**src/rtl/reloc_pkg.sv**
```systemverilog
package reloc_pkg;
    parameter int VA_W      = 16;
    parameter int PA_W      = 18;
    parameter int PAGE_BITS = 3;
    parameter int BLK_SHIFT = 6;
    parameter int DATA_W    = 16;
    parameter int MODE_SLOTS = 3;
    parameter int SPACES    = 2;

    localparam int OFF_W  = VA_W - PAGE_BITS;
    localparam int BASE_W = PA_W - BLK_SHIFT;
    localparam int LEN_W  = OFF_W - BLK_SHIFT;
    localparam int PAGES  = 1 << PAGE_BITS;
    localparam int PAIRS  = MODE_SLOTS * SPACES * PAGES;
    localparam int SEL_W  = 2 + 1 + PAGE_BITS;
    localparam int LEN_LSB = 8;

    localparam logic [1:0] MODE_KERN = 2'b00;
    localparam logic [1:0] MODE_SUPV = 2'b01;
    localparam logic [1:0] MODE_BAD  = 2'b10;
    localparam logic [1:0] MODE_USER = 2'b11;

    typedef struct packed {
        logic [LEN_W-1:0] len;
        logic             down;
        logic [1:0]       acf;
    } desc_t;

    typedef struct packed {
        logic            valid;
        logic            abort;
        logic [PA_W-1:0] paddr;
    } rsp_t;

    function automatic desc_t desc_from_word(input logic [DATA_W-1:0] w);
        desc_t d;
        d.len  = w[LEN_LSB +: LEN_W];
        d.down = w[3];
        d.acf  = w[2:1];
        return d;
    endfunction

    function automatic logic [DATA_W-1:0] desc_to_word(input desc_t d);
        logic [DATA_W-1:0] w;
        w = '0;
        w[LEN_LSB +: LEN_W] = d.len;
        w[3]   = d.down;
        w[2:1] = d.acf;
        return w;
    endfunction
endpackage

```
**src/rtl/reloc_regfile.sv**
```systemverilog
module reloc_regfile
    import reloc_pkg::*;
(
    input  logic              clk,
    input  logic              rst_n,
    input  logic              cfg_we,
    input  logic              cfg_desc,
    input  logic [SEL_W-1:0]  cfg_sel,
    input  logic [DATA_W-1:0] cfg_wdata,
    output logic [DATA_W-1:0] cfg_rdata,
    input  logic [SEL_W-1:0]  xl_idx,
    output logic [BASE_W-1:0] xl_base,
    output desc_t             xl_desc
);
    logic [BASE_W-1:0] base_q [PAIRS];
    desc_t             desc_q [PAIRS];

    logic cfg_ok, xl_ok;
    assign cfg_ok = (cfg_sel[SEL_W-1 -: 2] != 2'b11);
    assign xl_ok  = (xl_idx[SEL_W-1 -: 2] != 2'b11);

    for (genvar g = 0; g < PAIRS; g++) begin : g_pair
        always_ff @(posedge clk) begin
            if (!rst_n) begin
                base_q[g] <= '0;
                desc_q[g] <= '0;
            end else if (cfg_we && cfg_sel == SEL_W'(g)) begin
                if (cfg_desc) desc_q[g] <= desc_from_word(cfg_wdata);
                else          base_q[g] <= cfg_wdata[BASE_W-1:0];
            end
        end
    end

    always_comb begin
        cfg_rdata = '0;
        if (cfg_ok) begin
            if (cfg_desc) cfg_rdata = desc_to_word(desc_q[cfg_sel]);
            else          cfg_rdata = DATA_W'(base_q[cfg_sel]);
        end
    end

    always_comb begin
        xl_base = '0;
        xl_desc = '0;
        if (xl_ok) begin
            xl_base = base_q[xl_idx];
            xl_desc = desc_q[xl_idx];
        end
    end

    // a base write is held in the addressed pair after the edge
    assert_base_write_lands_R8: assert property (@(posedge clk) disable iff (!rst_n)
        (cfg_we && !cfg_desc && cfg_ok) |=>
            base_q[$past(cfg_sel)] == $past(cfg_wdata[BASE_W-1:0]));

    // a write in the unused slot leaves pair 0 untouched
    assert_unused_slot_inert_R9: assert property (@(posedge clk) disable iff (!rst_n)
        (cfg_we && !cfg_ok) |=> $stable(base_q[0]) && $stable(desc_q[0]));
endmodule

```
**src/rtl/reloc_check.sv**
```systemverilog
module reloc_check
    import reloc_pkg::*;
(
    input  desc_t            desc,
    input  logic [LEN_W-1:0] blk,
    input  logic             write,
    input  logic             mode_ok,
    output logic             abort
);
    logic nonres, ro_hit, len_hit;

    always_comb begin
        nonres  = !desc.acf[0];
        ro_hit  = (desc.acf == 2'b01) && write;
        len_hit = desc.down ? (blk < desc.len) : (blk > desc.len);
        abort   = !mode_ok || nonres || ro_hit || len_hit;
    end
endmodule

```
**src/rtl/reloc_unit.sv**
```systemverilog
module reloc_unit
    import reloc_pkg::*;
(
    input  logic              clk,
    input  logic              rst_n,
    input  logic [1:0]        cur_mode,
    input  logic [1:0]        prev_mode,
    input  logic              req_valid,
    input  logic [VA_W-1:0]   req_vaddr,
    input  logic              req_prev,
    input  logic              req_dspace,
    input  logic              req_write,
    output logic              rsp_valid,
    output logic              rsp_abort,
    output logic [PA_W-1:0]   rsp_paddr,
    input  logic              cfg_we,
    input  logic              cfg_desc,
    input  logic [SEL_W-1:0]  cfg_sel,
    input  logic [DATA_W-1:0] cfg_wdata,
    output logic [DATA_W-1:0] cfg_rdata
);
    rsp_t              rsp_d, rsp_q;
    logic [1:0]        eff_mode;
    logic [1:0]        slot;
    logic              mode_ok;
    logic [SEL_W-1:0]  pair_idx;
    logic [BASE_W-1:0] sel_base;
    desc_t             sel_desc;
    logic              chk_abort;
    logic [PA_W-1:0]   sum;

    always_comb begin
        eff_mode = req_prev ? prev_mode : cur_mode;
        mode_ok  = (eff_mode != MODE_BAD);
        case (eff_mode)
            MODE_KERN: slot = 2'd0;
            MODE_SUPV: slot = 2'd1;
            default:   slot = 2'd2;
        endcase
        pair_idx = {slot, req_dspace, req_vaddr[VA_W-1 -: PAGE_BITS]};
    end

    reloc_regfile i_regs (
        .clk       (clk),
        .rst_n     (rst_n),
        .cfg_we    (cfg_we),
        .cfg_desc  (cfg_desc),
        .cfg_sel   (cfg_sel),
        .cfg_wdata (cfg_wdata),
        .cfg_rdata (cfg_rdata),
        .xl_idx    (pair_idx),
        .xl_base   (sel_base),
        .xl_desc   (sel_desc)
    );

    reloc_check i_check (
        .desc    (sel_desc),
        .blk     (req_vaddr[OFF_W-1:BLK_SHIFT]),
        .write   (req_write),
        .mode_ok (mode_ok),
        .abort   (chk_abort)
    );

    always_comb begin
        sum   = {sel_base, {BLK_SHIFT{1'b0}}} + PA_W'(req_vaddr[OFF_W-1:0]);
        rsp_d = rsp_q;
        rsp_d.valid = req_valid;
        rsp_d.abort = req_valid && chk_abort;
        if (req_valid) rsp_d.paddr = sum;
    end

    always_ff @(posedge clk) begin
        if (!rst_n) rsp_q <= '0;
        else        rsp_q <= rsp_d;
    end

    assign rsp_valid = rsp_q.valid;
    assign rsp_abort = rsp_q.abort;
    assign rsp_paddr = rsp_q.paddr;

    assert_rsp_follows_req_R2: assert property (@(posedge clk) disable iff (!rst_n)
        req_valid |=> rsp_valid);

    assert_offset_low_bits_R2: assert property (@(posedge clk) disable iff (!rst_n)
        req_valid |=> rsp_paddr[BLK_SHIFT-1:0] == $past(req_vaddr[BLK_SHIFT-1:0]));

    assert_bad_mode_aborts_R4: assert property (@(posedge clk) disable iff (!rst_n)
        (req_valid && eff_mode == MODE_BAD) |=> rsp_abort);

    assert_nonresident_aborts_R5: assert property (@(posedge clk) disable iff (!rst_n)
        (req_valid && !sel_desc.acf[0]) |=> rsp_abort);

    assert_idle_quiet_R11: assert property (@(posedge clk) disable iff (!rst_n)
        !req_valid |=> !rsp_valid && !rsp_abort && $stable(rsp_paddr));
endmodule

```
**config.mk**
```make
export PLATFORM = sky130hd
export DESIGN_NAME = reloc_unit
export DESIGN_NICKNAME = d
export VERILOG_FILES = /design/src/rtl/reloc_pkg.sv /design/src/rtl/reloc_regfile.sv /design/src/rtl/reloc_check.sv /design/src/rtl/reloc_unit.sv
export SDC_FILE = /design/constraint.sdc
export NUM_CORES = 2
export LEC_CHECK = 0
export ABC_CLOCK_PERIOD_IN_PS = 5000
export BUFFER_PORTS_ARGS = -buffer_cell sky130_fd_sc_hd__buf_2
export CORE_AREA = 2 2 291 409
export CTS_BUF_LIST = sky130_fd_sc_hd__clkbuf_16
export CTS_CLUSTER_DIAMETER = 100
export DETAILED_ROUTE_END_ITERATION = 6
export DIE_AREA = 0 0 293 411
export PLACE_DENSITY_LB_ADDON = 0.1
export REMOVE_ABC_BUFFERS = 1
export SYNTH_ARGS = -nofsm -noshare
export SYNTH_HDL_FRONTEND = slang
export SYNTH_HIERARCHICAL = 1
export SYNTH_SLANG_ARGS = --single-unit
```
**constraint.sdc**
```tcl
create_clock -name clk -period 5 [get_ports clk]
set_input_delay 1 -clock clk [delete_from_list [all_inputs] [get_ports clk]]
set_output_delay 1 -clock clk [all_outputs]
set_load 0.1 [all_outputs]
```
### Yosys cells after proc, flatten, opt, wreduce, memory -nomap -nowiden

Memory sizes are Yosys's and may differ from the RTL's.
Index checks and enable logic that the tools add are counted.
W data, S select, Z words.

* memories kept: 2
* word-level logic and storage cells: 607
* register bits: 20
* memory bits (writable): 1056

Memories
* i_regs.base_q: words 48, width 12, rd ports 2, clocked after memory_dff 0, wr ports 48, RTL line reloc_regfile.sv:15 `logic [BASE_W-1:0] base_q [PAIRS];`
* i_regs.desc_q: words 48, width 10, rd ports 2, clocked after memory_dff 0, wr ports 48, RTL line reloc_regfile.sv:16 `desc_t desc_q [PAIRS];`

* equal/unequal tests: 52
* add/subtract/negate cells: 1
* muxes and demuxes: 394
* order comparisons: 2
* bitwise operators: 96
* reductions and logical operators: 57

Operators with widths (number)
* $mux W12: 49
* $mux W10: 49
* $mux W1: 292
* $eq A6 B5 Y1 const B: 16
* $eq A6 B6 Y1 const B: 16
* $or A1 B1 Y1: 96
* $logic_and A1 B1 Y1: 50
* $eq A6 B4 Y1 const B: 8
* $eq A6 B3 Y1 const B: 4
* $add A18 B13 Y18: 1
* $mux W16: 1
* $mux W15: 1
* $eq A6 B2 Y1 const B: 2
* $gt A7 B7 Y1: 1
* $lt A7 B7 Y1: 1
* $eq A6 B1 Y1 const B: 1
* $logic_not A6 Y1: 1
* $ne A2 B2 Y1 const B: 3
* $eq A2 B1 Y1 const B: 2
* $pmux W2 S2: 1
* $logic_or A1 B1 Y1: 3
* $logic_not A1 Y1: 2
* $logic_not A2 Y1: 1
* $mux W2: 1

### Longest topological paths before layout

* depth after elaboration: 10
* depth in mapped cells: 16

### Hierarchy

Netlist, hierarchy kept.

Modules (own cells, without submodules)
* reloc_regfile: sequential area each 31710.4 um^2, area each 56720.6 um^2, cells each 3668, instances 1
* reloc_unit: sequential area each 400.4 um^2, area each 1108.6 um^2, cells each 119, instances 1
* reloc_check: sequential area each 0.0 um^2, area each 209.0 um^2, cells each 29, instances 1

### Worst setup path before layout

OpenSTA, ideal clock, no wires.

* path type: input-to-output
* from: input port cfg_sel[0]
* to: output port cfg_rdata[6]
* path slack: 387 ps
* stages on the path: 8
* arrival: 3613 ps
* path buffers: 3
* cell sequence: buf_4 > buf_2 > buf_2 > mux4_2 > a22oi_1 > a21oi_1 > a221oi_1 > nor2_1

* cells in the longest elaborated chain, start to end: 3

Ends and longest elaborated chain
* from (decl): RTL line reloc_unit.sv:18 `input logic [SEL_W-1:0] cfg_sel,`
* $mem_v2 Z48 W12
* $mux W15: RTL line reloc_regfile.sv:37 `if (cfg_desc) cfg_rdata = desc_to_word(desc_q[cfg_sel]);`
* $mux W16: RTL line reloc_regfile.sv:36 `if (cfg_ok) begin`
* to (decl): RTL line reloc_unit.sv:20 `output logic [DATA_W-1:0] cfg_rdata`

No other way between the ends.

### Worst setup path after layout

* from: input port cfg_sel[1]
* to: output port cfg_rdata[3]

* cells in the longest elaborated chain, start to end: 3

Ends and longest elaborated chain (RTL line)
* $mem_v2 Z48 W12 or $mem_v2 Z48 W10 (tied branches)
* $mux W15 (*): reloc_regfile.sv:37
* $mux W16 (*): reloc_regfile.sv:36

Every way passes the cells marked *; elsewhere a longest branch is shown, timed or not.

==> flow_summary_export.csv <==
group,metric,value,unit
logic_synthesis,post_synth.cell_area_avg,15.2,µm²
sta,drv_slew,0,
hold_path,min_path_type,"reg -> reg",
logic_synthesis,synth_edf_count,1056,
logic_synthesis,yosysWarnings,6,
clock_tree,clkTransAtPathRegs,0.06,ns
placed_design,routabilityCongestion,0.957,
logic_synthesis,yosysTopAreaCell,"edfxtp_1",
drt,wl_per_cell,34.8,µm
pwr,p_int,16.2,mW
sta,fin_skew,0.0210,ns
placed_design,dp_hpwl,137000,µm
grt,antenna_found_initial,11,
sta,finalSetupTns,0,ns
outcome,outcome,"finished, final reports clean",
sta,hold-worst-slack,0.489,ns
worst_setup_path,crit_required,4.00,ns
grt,track_usage,32.7,%
drt,drt_wl_total,195000,µm
worst_setup_path,worstSetupEndpointType,"primary output",
pwr,peakVddDrop,308,µV
floorplanning,rows,149,
finish,drive_gt1_share,29.5,%
worst_setup_path,worstSetupStartpointType,"input pin",
grt,grtUsageMet1,39.1,%
clock_tree,cts_buffers,109,
drt,via_count,36400,
logic_synthesis,synthArstFlopShare,0,%
clock_tree,worstSkewPairLatency,0.73,ns
sta,fin_crit,5.00,ns
placed_design,port_buffers,83,
logic_synthesis,ys_seq_area_share,55.3,%
sta,max-slew-margin-rel,15.6,%
logic_synthesis,ys_seq_elements,1076,
worst_setup_path,crit_type,"in -> out",
floorplanning,ios,86,
grt,top_usage_layer,"met2",
grt,grt_util_met3,5.08,%
floorplanning,die_w,293,µm
sta,min_period_over_period,99.9,%
floorplanning,die_h,411,µm
drt,drt_iter0_drc,4120,
drt,drc,0,
sta,timing.fmax,0.200,GHz
grt,grt_max_degree,97,
floorplanning,core,117000,µm²
logic_synthesis,synth_area,58000,µm²
floorplanning,die_area,120000,µm²
logic_synthesis,yosysTopAreaCellShare,54.6,%
finish,nets,4068,
finish,mostFrequentLayoutCell,"and2_1",
worst_setup_path,crit_arrival,4.00,ns
grt,gr-total-overflow,0,
pwr,swShare,26.1,%
pwr,combPwrFrac,14.8,%
clock_tree,cts_tree,"built",
logic_synthesis,synth_top_flop_cell,"edfxtp_1",
finish,fill_cells,9165,
pwr,power.leakage,23.0,nW
drt,viasPerCell,6.51,
finish,syn2layout_area_growth,13.2,%
grt,use_met2,55.9,%
worst_setup_path,cp_max_fo,37,
logic_synthesis,synthTopCellsByArea,"edfxtp_1 (55%), mux4_2 (22%), and2_1 (11%)",
logic_synthesis,syn_inst,3816,
sta,hold_viol_final,0,
clock_tree,clock-sinks,1076,
sta,finalSetupViolCount,0,
pwr,switchingPower,5.72,mW
grt,first_global_vias,37500,
logic_synthesis,synth_cell_type_count,55,
clock_tree,h-tree-depth,3,
pwr,pwr-share-seq,48.4,%
drt,dr.pass1.iters,6,
grt,grt_pass1_wl,275000,µm
sta,rsz0062_at_grt,"no",
run,maxCapViolCount,0,
clock_tree,post-cts-setup-buffer-count,0,
clock_tree,cts_max_path_buffers,3,
sta,tightest_slew,1.26,ns
clock_tree,root_buffer,"clkbuf_16",
pwr,pwr-share-clk,36.8,%
pwr,cellPowerDensity,334,nW/µm²
drt,ant_nets,0,
floorplanning,start_util,49.7,%
finish,final_cell_mix,"and2_1 (1,059), edfxtp_1 (1,056), mux4_2 (574)",
==> through the flow <==
step | power (mW) | cell area [µm²] | setup slack, ns | cells | utilization, %
after floorplan | 12.3 | 56400 | 0.153 | 3430 | -
after global placement | 13.9 | 62200 | -0.0560 | 5402 | 53.2
after detailed placement | 14.0 | 62200 | -0.0551 | 5402 | 53.2
after CTS | 22.0 | 65700 | 0.0161 | 5597 | 56.2
after global routing | 22.5 | 65700 | 0.0141 | 5597 | 56.2
final | 21.9 | 65700 | 0.00328 | 5599 | 56.2
==> kinds of logic (layout without fill, tap and decap cells) <==
logic type      count (synthesis)  in the layout  share of synthesized area, %
simple gates                 1310           1310                          13.3
flops                        1076           1076                          55.3
mux                           679            679                          24.2
buf+inv                       398            669                          2.98
compound gates                332            332                          3.76
fa+ha+maj                      15             15                         0.336
xor+xnor                        5              5                        0.0755
other cells                     1              3                       0.00646
==> Yosys cell counts (17+ instances only) <==
| library cell | n |
|---|---|
| a21oi_1 | 40 |
| a22oi_1 | 96 |
| and2_1 | 1059 |
| buf_1 | 17 |
| buf_2 | 76 |
| buf_4 | 17 |
| clkbuf_1 | 268 |
| dfxtp_1 | 20 |
| edfxtp_1 | 1056 |
| mux2i_1 | 90 |
| mux4_2 | 574 |
| nand2_1 | 76 |
| nor2_1 | 108 |
| nor2b_1 | 24 |
| o21ai_0 | 116 |
==> power by group through the flow <==
stage	Sequential, mW	Clock (mW)	Combinational [mW]
3_3_place_gp	10.8	0	3.18
5_1_grt	10.7	8.48	3.32
2_1_floorplan	10.8	0	1.50
4_1_cts	10.6	8.17	3.21
3_5_place_dp	10.8	0	3.20
6_report	10.6	8.07	3.24
==> what timing repair did <==
item / in CTS / in global routing
hold endpoints to repair: 0 / 0
endpoints found under the setup margin: 1 / 3
resized for setup: 1 / 3
hold buffers: 0 / 0
==> final timing paths <==
path,startpoint,end,slack [ns],depth (start not counted)
setup reg to reg,i_regs/desc_q[39][9]$_SDFFCE_PN0P_,rsp_abort$_SDFF_PN0_,1.61,12
setup / recovery,cfg_sel[1],cfg_rdata[3],0.003,10
hold / removal,rsp_paddr[12]$_SDFFE_PN0P_,rsp_paddr[12]$_SDFFE_PN0P_,0.49,2
hold reg to reg,rsp_paddr[12]$_SDFFE_PN0P_,rsp_paddr[12]$_SDFFE_PN0P_,0.49,2
==> layer usage <==
metal / routed length [µm] / up-vias
li1: - / 15100
met1: 67800 / 19000
met2: 98500 / 1877
met3: 14800 / 451
met4: 13700 / 12
met5: 83 / -
==> registers in the layout, indices dropped and copies added (netlist names) <==
register,flops
i_regs/base_q,576
i_regs/desc_q,480
rsp_paddr,18
rsp_abort,1
rsp_valid,1
==> area by class of cell <==
type                       instances  area, µm²  area share, %
multi-input combinational       2342      24200           36.9
antenna                            2       5.00        0.00762
inverter                          12       45.0         0.0686
sequential                      1076      32100           48.9
clock inverter                    84        648          0.987
clock buffer                     111       2780           4.23
timing repair buffer             462       3960           6.03
tap                             1510       1890           2.88
==> worst max-delay path, stage by stage <==
cell and delay (ns):
buf_8 0.37, buf_12 0.23, buf_4 0.32, mux4_2 0.42, a22o_1 0.25, o21ai_0 0.40, buf_4 0.20, o311ai_1 0.21
o31a_1 0.25, buf_12 0.18
No activity file was read; power rests on OpenSTA's default activity.
